$ cat config.mk
export PLATFORM = sky130hd
export DESIGN_NAME = pwm_fault_guard
export DESIGN_NICKNAME = d
export VERILOG_FILES = /design/src/rtl/pfg_pkg.sv /design/src/rtl/pfg_input_cond.sv /design/src/rtl/pfg_flag_bank.sv /design/src/rtl/pfg_pair_override.sv /design/src/rtl/pwm_fault_guard.sv
export SDC_FILE = /design/constraint.sdc
export NUM_CORES = 1
export LEC_CHECK = 0
export ABC_AREA = 1
export BUFFER_PORTS_ARGS = -buffer_cell sky130_fd_sc_hd__buf_2
export CAP_MARGIN = 40
export CORE_UTILIZATION = 40
export CTS_CLUSTER_SIZE = 28
export DETAILED_ROUTE_END_ITERATION = 16
export GPL_TIMING_DRIVEN = 0
export PLACE_DENSITY = 0.59
export SLEW_MARGIN = 5
export SYNTH_ARGS = -nofsm -noshare
export SYNTH_HDL_FRONTEND = slang
export SYNTH_HIERARCHICAL = 1
export SYNTH_SLANG_ARGS = --single-unit
export TNS_END_PERCENT = 100
$ cat constraint.sdc
create_clock -name clk -period 1.9 [get_ports clk]
set_input_delay 0.095 -clock clk [delete_from_list [all_inputs] [get_ports clk]]
set_output_delay 0.095 -clock clk [all_outputs]
set_load 0.01 [all_outputs]
$ cat src/rtl/pfg_pkg.sv
package pfg_pkg;
  localparam int REG_AW = 2;
  localparam logic [REG_AW-1:0] ADDR_CTRL   = 2'd0;
  localparam logic [REG_AW-1:0] ADDR_INCFG  = 2'd1;
  localparam logic [REG_AW-1:0] ADDR_STATUS = 2'd2;
  localparam logic [REG_AW-1:0] ADDR_PAIR   = 2'd3;

  typedef struct packed {
    logic [3:0] fval;
    logic       irq_en;
    logic [1:0] mode;
  } ctrl_t;
endpackage

$ cat src/rtl/pfg_input_cond.sv
module pfg_input_cond #(
  parameter int FVAL_W = 4,
  parameter int CNT_W  = 5
) (
  input  logic              clk,
  input  logic              rst,
  input  logic              pin_i,
  input  logic              pol_i,
  input  logic              filt_en_i,
  input  logic [FVAL_W-1:0] fval_i,
  output logic              cond_o,
  output logic              rise_o
);
  logic [1:0]       sync_q;
  logic             raw;
  logic             filt_on;
  logic             filt_q;
  logic [CNT_W-1:0] cnt_q;
  logic             prev_q;

  always_ff @(posedge clk) begin
    if (rst) sync_q <= {2{pol_i}};
    else     sync_q <= {sync_q[0], pin_i};
  end

  assign raw     = sync_q[1] ^ pol_i;
  assign filt_on = filt_en_i && (fval_i != '0);

  always_ff @(posedge clk) begin
    if (rst) begin
      filt_q <= 1'b0;
      cnt_q  <= '0;
    end else if (!filt_on) begin
      filt_q <= raw;
      cnt_q  <= '0;
    end else if (raw == filt_q) begin
      cnt_q  <= '0;
    end else if ((cnt_q + 1'b1) >= CNT_W'(fval_i)) begin
      filt_q <= raw;
      cnt_q  <= '0;
    end else begin
      cnt_q  <= cnt_q + 1'b1;
    end
  end

  assign cond_o = filt_on ? filt_q : raw;

  always_ff @(posedge clk) begin
    if (rst) prev_q <= 1'b0;
    else     prev_q <= cond_o;
  end

  assign rise_o = cond_o & ~prev_q;

  AST_FILT_HOLD: assert property (@(posedge clk) disable iff (rst)
    (filt_on && raw == filt_q) |=> (filt_q == $past(filt_q)));
  AST_RISE_ONE_SHOT: assert property (@(posedge clk) disable iff (rst)
    rise_o |=> !rise_o);
endmodule

$ cat src/rtl/pfg_flag_bank.sv
module pfg_flag_bank #(
  parameter int N = 4
) (
  input  logic         clk,
  input  logic         rst,
  input  logic [N-1:0] set_i,
  input  logic         rd_hit_i,
  input  logic         wr_hit_i,
  input  logic [N-1:0] wr_bits_i,
  output logic [N-1:0] flags_o
);
  logic [N-1:0] flags_q;
  logic [N-1:0] armed_q;
  logic [N-1:0] clear;
  logic [N-1:0] flags_d;

  assign clear   = {N{wr_hit_i}} & ~wr_bits_i & armed_q;
  assign flags_d = set_i | (flags_q & ~clear);

  always_ff @(posedge clk) begin
    if (rst) begin
      flags_q <= '0;
      armed_q <= '0;
    end else begin
      flags_q <= flags_d;
      armed_q <= flags_d & ~clear & (armed_q | ({N{rd_hit_i}} & flags_q));
    end
  end

  assign flags_o = flags_q;

  for (genvar n = 0; n < N; n++) begin : g_chk
    AST_UNARMED_KEEP: assert property (@(posedge clk) disable iff (rst)
      (flags_q[n] && !armed_q[n]) |=> flags_q[n]);
    AST_SET_WINS: assert property (@(posedge clk) disable iff (rst)
      set_i[n] |=> flags_q[n]);
  end
endmodule

$ cat src/rtl/pfg_pair_override.sv
module pfg_pair_override #(
  parameter int PAIRS = 4,
  localparam int NCH  = 2 * PAIRS
) (
  input  logic             clk,
  input  logic             rst,
  input  logic             fault_i,
  input  logic [PAIRS-1:0] pair_en_i,
  input  logic [PAIRS-1:0] combine_i,
  input  logic [NCH-1:0]   safe_i,
  input  logic [NCH-1:0]   ch_i,
  output logic [NCH-1:0]   ch_o
);
  logic [NCH-1:0] ch_d;
  logic [NCH-1:0] ch_q;

  for (genvar p = 0; p < PAIRS; p++) begin : g_pair
    logic force_p;
    assign force_p       = fault_i & pair_en_i[p] & combine_i[p];
    assign ch_d[2*p +: 2] = force_p ? safe_i[2*p +: 2] : ch_i[2*p +: 2];
  end

  always_ff @(posedge clk) begin
    if (rst) ch_q <= '0;
    else     ch_q <= ch_d;
  end

  assign ch_o = ch_q;
endmodule

$ cat src/rtl/pwm_fault_guard.sv
module pwm_fault_guard
  import pfg_pkg::*;
#(
  parameter int N_IN   = 4,
  parameter int PAIRS  = 4,
  parameter int DW     = 16,
  parameter int FVAL_W = 4,
  parameter int CNT_W  = 5,
  localparam int NCH   = 2 * PAIRS
) (
  input  logic              clk,
  input  logic              rst,
  input  logic [N_IN-1:0]   fault_pin_i,
  input  logic [NCH-1:0]    ch_i,
  output logic [NCH-1:0]    ch_o,
  input  logic              reg_wr_i,
  input  logic              reg_rd_i,
  input  logic [REG_AW-1:0] reg_addr_i,
  input  logic [DW-1:0]     reg_wdata_i,
  output logic [DW-1:0]     reg_rdata_o,
  output logic              fault_any_o,
  output logic              fault_level_o,
  output logic              irq_o
);
  ctrl_t           ctrl_q;
  logic [N_IN-1:0] in_en_q, pol_q, fen_q;
  logic [PAIRS-1:0] pair_en_q, comb_q;
  logic [NCH-1:0]  safe_q;
  logic [N_IN-1:0] cond, rise, set, flags;
  logic            ctl_en, fault_any, level_q, irq_q;
  logic            wr_ctrl, wr_incfg, wr_pair, wr_stat, rd_stat;
  logic [DW-1:0]   rdata_q;

  assign wr_ctrl  = reg_wr_i && reg_addr_i == ADDR_CTRL;
  assign wr_incfg = reg_wr_i && reg_addr_i == ADDR_INCFG;
  assign wr_stat  = reg_wr_i && reg_addr_i == ADDR_STATUS;
  assign wr_pair  = reg_wr_i && reg_addr_i == ADDR_PAIR;
  assign rd_stat  = reg_rd_i && reg_addr_i == ADDR_STATUS;

  always_ff @(posedge clk) begin
    if (rst) begin
      ctrl_q    <= '0;
      in_en_q   <= '0;
      pol_q     <= '0;
      fen_q     <= '0;
      pair_en_q <= '0;
      comb_q    <= '0;
      safe_q    <= '0;
    end else begin
      if (wr_ctrl) begin
        ctrl_q.mode   <= reg_wdata_i[1:0];
        ctrl_q.irq_en <= reg_wdata_i[2];
        ctrl_q.fval   <= reg_wdata_i[4 +: FVAL_W];
      end
      if (wr_incfg) begin
        in_en_q <= reg_wdata_i[0 +: N_IN];
        pol_q   <= reg_wdata_i[N_IN +: N_IN];
        fen_q   <= reg_wdata_i[2*N_IN +: N_IN];
      end
      if (wr_pair) begin
        pair_en_q <= reg_wdata_i[0 +: PAIRS];
        comb_q    <= reg_wdata_i[PAIRS +: PAIRS];
        safe_q    <= reg_wdata_i[2*PAIRS +: NCH];
      end
    end
  end

  assign ctl_en = ctrl_q.mode != 2'b00;

  for (genvar n = 0; n < N_IN; n++) begin : g_in
    pfg_input_cond #(.FVAL_W(FVAL_W), .CNT_W(CNT_W)) cond_i (
      .clk      (clk),
      .rst      (rst),
      .pin_i    (fault_pin_i[n]),
      .pol_i    (pol_q[n]),
      .filt_en_i(fen_q[n]),
      .fval_i   (ctrl_q.fval),
      .cond_o   (cond[n]),
      .rise_o   (rise[n])
    );
  end

  assign set = rise & in_en_q & {N_IN{ctl_en}};

  pfg_flag_bank #(.N(N_IN)) flags_i (
    .clk      (clk),
    .rst      (rst),
    .set_i    (set),
    .rd_hit_i (rd_stat),
    .wr_hit_i (wr_stat),
    .wr_bits_i(reg_wdata_i[N_IN-1:0]),
    .flags_o  (flags)
  );

  assign fault_any = |flags;

  pfg_pair_override #(.PAIRS(PAIRS)) ovr_i (
    .clk      (clk),
    .rst      (rst),
    .fault_i  (ctl_en & fault_any),
    .pair_en_i(pair_en_q),
    .combine_i(comb_q),
    .safe_i   (safe_q),
    .ch_i     (ch_i),
    .ch_o     (ch_o)
  );

  always_ff @(posedge clk) begin
    if (rst) begin
      level_q <= 1'b0;
      irq_q   <= 1'b0;
      rdata_q <= '0;
    end else begin
      level_q <= |cond;
      irq_q   <= fault_any & ctrl_q.irq_en;
      if (reg_rd_i) begin
        unique case (reg_addr_i)
          ADDR_CTRL:   rdata_q <= DW'({ctrl_q.fval, 1'b0, ctrl_q.irq_en, ctrl_q.mode});
          ADDR_INCFG:  rdata_q <= DW'({fen_q, pol_q, in_en_q});
          ADDR_STATUS: rdata_q <= DW'({level_q, fault_any, flags});
          default:     rdata_q <= DW'({safe_q, comb_q, pair_en_q});
        endcase
      end
    end
  end

  assign reg_rdata_o   = rdata_q;
  assign fault_any_o   = fault_any;
  assign fault_level_o = level_q;
  assign irq_o         = irq_q;

  AST_NO_SET_OFF: assert property (@(posedge clk) disable iff (rst)
    !ctl_en |=> ((flags & ~$past(flags)) == '0));
  AST_IRQ_GATED: assert property (@(posedge clk) disable iff (rst)
    !ctrl_q.irq_en |=> !irq_o);
  AST_PASS_THROUGH: assert property (@(posedge clk) disable iff (rst)
    !fault_any |=> (ch_o == $past(ch_i)));
endmodule

; ---- After elaboration in Yosys (flattened, before gate mapping)
; Index checks and enable logic that the tools add are counted.
; W data, S select, Z words.
[op_classes]
n_addsub = 4
n_reduce_logical = 22
n_div = 0
n_lt_le_gt_ge = 4
n_mux = 25
n_eq_ne = 15
shift = 0
mul = 0
bitwise_logic = 38
[op_table]
columns = operator, count
row1 = $pmux W16 S3, 1
row2 = $and A4 B4 Y4, 8
row3 = $reduce_or A4 Y1, 6
row4 = $add A5 B1 Y5 const B, 4
row5 = $ge A5 B4 Y1, 4
row6 = $mux W1, 16
row7 = $mux W2, 8
row8 = $ne A2 B2 Y1 const B, 8
row9 = $and A1 B1 Y1, 14
row10 = $logic_and A1 B1 Y1, 9
row11 = $not A1 Y1, 8
row12 = $not A4 Y4, 2
row13 = $or A4 B4 Y4, 2
row14 = $reduce_and A2 Y1, 4
row15 = $eq A1 B1 Y1, 4
row16 = $eq A2 B2 Y1 const B, 2
row17 = $reduce_bool A4 Y1, 1
row18 = $xor A1 B1 Y1, 4
row19 = $eq A2 B1 Y1 const B, 1
row20 = $logic_not A2 Y1, 1
row21 = $reduce_bool A2 Y1, 1
[word_totals]
wordCells = 139
output_inout_bits = 27
mem_bits_rw = 0
regBits = 105
latch_bits = 0
input_bits = 34
n_memories = 0
mem_bits_ro = 0

; ---- Depth between registers and ports, before layout
[logic_depth]
ltp_word = 9
depth_mapped = 11
depth_no_buf = 11

; ---- Hierarchy
; Netlist, hierarchy kept.
[by_module_without_submodules]
columns = mod, cells_per_inst, area_per_inst_um2, n_inst
row1 = pwm_fault_guard, 293, 2322.2, 1
row2 = pfg_input_cond at g_in[0].cond_i ..., 70, 493.0, 3
row3 = pfg_input_cond at g_in[3].cond_i, 70, 506.7, 1
row4 = pfg_pair_override, 53, 334.1, 1
row5 = pfg_flag_bank, 45, 329.1, 1

; ---- Worst setup path after synthesis
; Ideal clock, no wire load.
[synth_path]
path_type = register to register
start = reg g_in[0].cond_i.cnt_q[0]
end = reg g_in[0].cond_i.filt_q
path_stages_with_launch = 10
slack_ps = 471
path_buffers = 0
period_less_slack_ps = 1429
t_required_ps = 1785
setup_ps = 115
t_arrival_ps = 1314
path_cell_list = dfxtp_1 -> ha_1 -> xor2_1 -> ha_1 -> nand2_1 -> nand2_1 -> nand2_1 -> nand3_1 -> nand2_1 -> nor2_1
[synth_via]
elab_chain_len = 4
[synth_rtl]
columns = item, line
row1 = start: declaration, pfg_input_cond.sv:18  ; logic [CNT_W-1:0] cnt_q;
row2 = start signal: assignment, pfg_input_cond.sv:42  ; cnt_q <= cnt_q + 1'b1;
row3 = $add A5 B1 Y5, pfg_input_cond.sv:38  ; end else if ((cnt_q + 1'b1) >= CNT_W'(fval_i)) begin
row4 = $ge A5 B4 Y1, pfg_input_cond.sv:38
row5 = $ne A2 B2 Y1 (no line), -
row6 = $reduce_and A2 Y1 (no line), -
row7 = end signal: assignment, pfg_input_cond.sv:34  ; filt_q <= raw;
row8 = end signal: assignment, pfg_input_cond.sv:39  ; filt_q <= raw;
row9 = end: declaration, pfg_input_cond.sv:17  ; logic filt_q;
; Every way passes these cells.
; A chain may end at the register's enable or synchronous reset.

; ---- Worst setup path after layout
[layout_path]
start = reg ctrl_q[5] in the netlist's numbering
end = reg flags_i.flags_q[3], in the netlist flags_i/flags_o[3]
[layout_via]
elab_chain_len = 7
[layout_rtl]
columns = item, line
row1 = start: declaration, pwm_fault_guard.sv:25  ; ctrl_t ctrl_q;
row2 = $reduce_bool A4 Y1, pfg_input_cond.sv:27  ; assign filt_on = filt_en_i && (fval_i != '0);
row3 = $logic_and A1 B1 Y1, pfg_input_cond.sv:27
row4 = $mux W1, pfg_input_cond.sv:46  ; assign cond_o = filt_on ? filt_q : raw;
row5 = $and A1 B1 Y1, pfg_input_cond.sv:53  ; assign rise_o = cond_o & ~prev_q;
row6 = net rise[3], pwm_fault_guard.sv:29  ; logic [N_IN-1:0] cond, rise, set, flags;
row7 = $and A4 B4 Y4 (2 in series), pwm_fault_guard.sv:83  ; assign set = rise & in_en_q & {N_IN{ctl_en}};
row8 = net set[3], pwm_fault_guard.sv:29
row9 = $or A4 B4 Y4, pfg_flag_bank.sv:18  ; assign flags_d = set_i | (flags_q & ~clear);
row10 = end signal: assignment, pfg_flag_bank.sv:25  ; flags_q <= flags_d;
row11 = end: declaration, pfg_flag_bank.sv:12  ; logic [N-1:0] flags_q;
; The timed path passes the listed nets, and every way through them passes these cells.

==> results.py <==
metrics = {
    "detailed_routing": {
        "final_antenna_net_count": 0,
        "drt-met1-wl_mm": 5.89,
        "route.vias.total": 4355,
        "top_layer": "met4",
        "post_drt_wl_per_cell_um": 13.4,
        "dr.pass1.iters": 5,
        "met2_length_mm": 5.70,
        "totalWireLength_mm": 12.3,
        "drc": 0,
        "drt-vias-per-instance": 4.75,
        "met3WireLength_um": 590,
        "detailedRoute.firstIterationViolations": 249,
    },
    "yosys": {
        "synth.top_cells.by_area": "sky130_fd_sc_hd__dfxtp_1 (42%), sky130_fd_sc_hd__nand2_1 (9.4%), sky130_fd_sc_hd__inv_1 (7.3%)",
        "mean_post_synth_cell_area_sq_um": 7.41,
        "syn_nets": 725,
        "yosys.area_share.adder_pct": 5.03,
        "yosys-mux-area-fraction_pct": 0,
        "post_synth_instance_area_sq_um": 4970,
        "ys_ff_latch": 105,
        "synth_top_cell_by_area": "sky130_fd_sc_hd__dfxtp_1",
        "synth_compound_gate_area_share_pct": 12.6,
        "yosys.area_share.simple_pct": 25.9,
        "yosysSeqAreaShare_pct": 42.3,
        "syn-instance-count": 671,
        "fraction_of_post_synthesis_cell_area_in_the_top_cell_type_by_area_pct": 42.3,
        "ys.warnings.count": 6,
        "synth_xor_xnor_area_share_pct": 2.11,
        "dominant_combinational_cell_family_by_area_after_synthesis": "simple AND/OR/NAND/NOR gates",
        "synth.distinct_cells": 36,
    },
    "outcome": {
        "result_of_the_run": "finished clean",
    },
    "setup_path": {
        "cpPeakStageDelay_ns": 0.50,
        "critical_path.max_fanout": 6,
        "worst_path_most_repeated_cell": "sky130_fd_sc_hd__nor2_1",
        "rr_endpoint": "flags_i/flags_o[3]$_SDFF_PP0_",
        "worstSetupStartpointType": "register",
        "r2r-start": "ctrl_q[5]$_SDFFE_PP0P_",
        "worst-r2r-cell-count": 9,
        "crit_slowest_cell": "sky130_fd_sc_hd__dfxtp_1",
        "critical_path_buf_inv_count": 1,
        "worst_ep_required_time_ns": 2.12,
        "timing.critical_path.cells": "inv_1 > nand3_1 > nand2_1 > o21ai_1 > nor2_1 > nand2_1 > nor2_1 > a21oi_2 > nor2_1",
        "crit_type": "reg2reg",
        "critical_path_arrival_ns": 1.94,
        "kind_of_end_point_of_the_critical_path": "register",
        "critical_path.top_delay_family": "simple AND/OR/NAND/NOR gates",
        "regToRegSetupSlack_ns": 0.18,
    },
    "min_path": {
        "hold_end": "safe_q[5]$_SDFFE_PP0P_",
        "min_path_cells": 3,
        "worst_hold_startpoint": "reg_wdata_i[13]",
        "hp-class": "in2reg",
    },
    "clocking": {
        "clock_tree.htree_level_count": 3,
        "clockBufferDepth": 2,
        "clock_tree.root_cell": "sky130_fd_sc_hd__clkbuf_16",
        "clkSlewWorstSetupHoldPaths_ns": 0.07,
        "cts_tree": "built",
        "numClockSinks": 105,
        "cts-buffers-inserted": 9,
        "clk_latency_ns": 0.36,
        "cts_post_setup_buffers_inserted": 0,
    },
    "sta": {
        "actual_slew_at_the_worst_max_slew_pin_ns": 0.635,
        "report.final.slew_viol_count": 0,
        "unrepaired_setup_endpoints_after_global_routing": "false",
        "finClkSkew_ns": 0.00653,
        "timing_hold_violations_final": 0,
        "finalWorstPathRequiredPeriod_ns": 1.72,
        "setup-tns-final_ns": 0,
        "fmax_mhz": 581,
        "timing.slew.headroom_pct": 57.7,
        "post-route-period-util_pct": 90.6,
        "setup-violations-final": 0,
    },
    "layout": {
        "layout_commonest_cell": "sky130_fd_sc_hd__nand2_1",
        "diodes": 0,
        "layout.cell_area.non_filler_sq_um": 5840,
        "postLayoutCoreUtil_pct": 48.4,
        "layout_common_cells": "sky130_fd_sc_hd__nand2_1 (125), sky130_fd_sc_hd__dfxtp_1 (103), sky130_fd_sc_hd__inv_1 (97)",
        "layout_cell_share_with_drive_strength_beyond_1_pct": 18.0,
        "final_nets": 798,
        "area.growth.synth_to_final_pct": 17.5,
    },
    "floorplanning": {
        "die_width_um": 113,
        "fp.coreArea_sq_um": 12100,
        "ioPinCount": 61,
        "core.rowCount": 40,
        "dieHeight_um": 113,
        "die_area_sq_um": 12900,
        "start_util_pct": 41.2,
    },
    "pwr": {
        "switching_share_pct": 25.4,
        "switchingPower_mw": 1.23,
        "vdd_drop_max_mv": 0.592,
        "pwr-share-seq_pct": 48.4,
        "p_per_area_nw_per_um2": 831,
        "power.internal_mw": 3.62,
        "power_mw": 4.86,
        "share_clk_of_total_power_pct": 40.6,
        "p_leak_nw": 2.68,
        "power_frac_comb_pct": 11.0,
    },
    "global_routing": {
        "gr-total-overflow": 0,
        "grt_first_pass_wirelength_mm": 19.9,
        "maximum_number_of_pins_on_one_net_before_global_route_repair": 26,
        "gr-usage-all-layers_pct": 20.2,
        "grt_antenna_before_repair": 0,
        "vias_in_the_first_global_route": 4116,
    },
    "place": {
        "cell_area_after_placement_sq_um": 5470,
        "place.detailed.hpwl_mm": 9.11,
        "place.gp.congestion": 0.811,
        "placement.io_buffers": 57,
    },
    "run": {
        "maxCapViolCount": 0,
    },
}
==> worst min-delay path, delay by kind of cell <==
| kind | cells | cell delay [ns] |
|---|---|---|
| compound gates | 2 | 0.16 |
| buf+inv | 1 | 0.08 |
==> power by group through the flow <==
| stage | clock network (mW) | logic, mW | registers (mW) |
|---|---|---|---|
| 2_1_floorplan | 0 | 0.333 | 2.40 |
| 3_3_place_gp | 0 | 0.510 | 2.40 |
| 3_5_place_dp | 0 | 0.522 | 2.40 |
| 4_1_cts | 2.02 | 0.532 | 2.35 |
| 5_1_grt | 2.10 | 0.602 | 2.36 |
| 6_report | 1.97 | 0.535 | 2.35 |
==> logic make-up (layout without fill, tap and decap cells) <==
| logic type | after synthesis | count (layout) |
|---|---|---|
| other cells | 4 | 4 |
| flops | 105 | 105 |
| xor+xnor | 12 | 12 |
| simple gates | 290 | 290 |
| compound gates | 111 | 111 |
| buf+inv | 129 | 207 |
| fa+ha+maj | 20 | 20 |
==> synth_stat cells, drive strengths merged <==
library cell,n
conb,4
o211ai,4
a211oi,1
nand3,53
a31oi,2
a21oi,50
o22ai,4
nand2,136
clkbuf,6
nor4,1
nand4,4
bufinv,1
buf,11
clkinv,3
ha,20
o21ai,50
xnor2,8
nor3,1
xor2,4
dfxtp,105
nor2,95
inv,108
==> layer usage <==
layer  vias to the layer above  track usage (%)
li1                       2260                -
met1                      1992             25.7
met2                        89             33.2
met3                        14             5.42
met4                         0             6.67
met5                         -                0
==> final cells by class <==
type | instances | area [sq um]
Clock inverter | 3 | 46.3
Sequential cell | 105 | 2100
Fill cell | 1209 | 6220
Multi-Input combinational cell | 437 | 2290
Inverter | 112 | 454
Timing Repair Buffer | 62 | 335
Clock buffer | 13 | 270
Tap cell | 168 | 210
Buffer | 17 | 128
==> metrics by stage <==
step                      std cells  hold slack (ns)  setup slack, ns
after global placement          896            0.289            0.110
after global routing            917           0.0265           0.0605
after floorplan                 671            0.166            0.471
final                           917           0.0123            0.179
after detailed placement        896            0.295            0.102
after CTS                       917          0.00160           0.0691
==> sequential cells by signal (all words and copies together) (netlist names), 4 cells and up <==
signal              cells
comb_q                  4
ctrl_q                  7
fen_q                   4
flags_i/armed_q         4
flags_i/flags_o         4
g_in.cond_i/cnt_q      20
g_in.cond_i/filt_q      4
g_in.cond_i/prev_q      4
g_in.cond_i/sync_q      8
in_en_q                 4
ovr_i/ch_o              8
pair_en_q               4
pol_q                   4
reg_rdata_o            16
safe_q                  8
==> worst max path at each step <==
stage                                                  start                                  to  slack [ns]  cells past startpoint
after global routing                  ctrl_q[6]$_SDFFE_PP0P_       flags_i/flags_o[0]$_SDFF_PP0_        0.06                     10
after detailed placement              ctrl_q[3]$_SDFFE_PP0P_       flags_i/flags_o[0]$_SDFF_PP0_        0.10                     10
final                                 ctrl_q[5]$_SDFFE_PP0P_       flags_i/flags_o[3]$_SDFF_PP0_        0.18                      9
after global placement                ctrl_q[3]$_SDFFE_PP0P_       flags_i/armed_q[0]$_SDFF_PP0_        0.11                     10
after floorplan           g_in[0].cond_i/cnt_q[0]$_SDFF_PP0_  g_in[0].cond_i/filt_q$_SDFFE_PP0P_        0.47                      9
after CTS                             ctrl_q[3]$_SDFFE_PP0P_       flags_i/flags_o[0]$_SDFF_PP0_        0.07                     10
==> repair_timing <==
item                       in CTS  in global routing
hold endpoints to repair        5                  0
setup endpoints to repair       0                  6
hold buffers                    5                  0
gates resized for setup         0                  4
No activity file was read; power rests on OpenSTA's default activity.
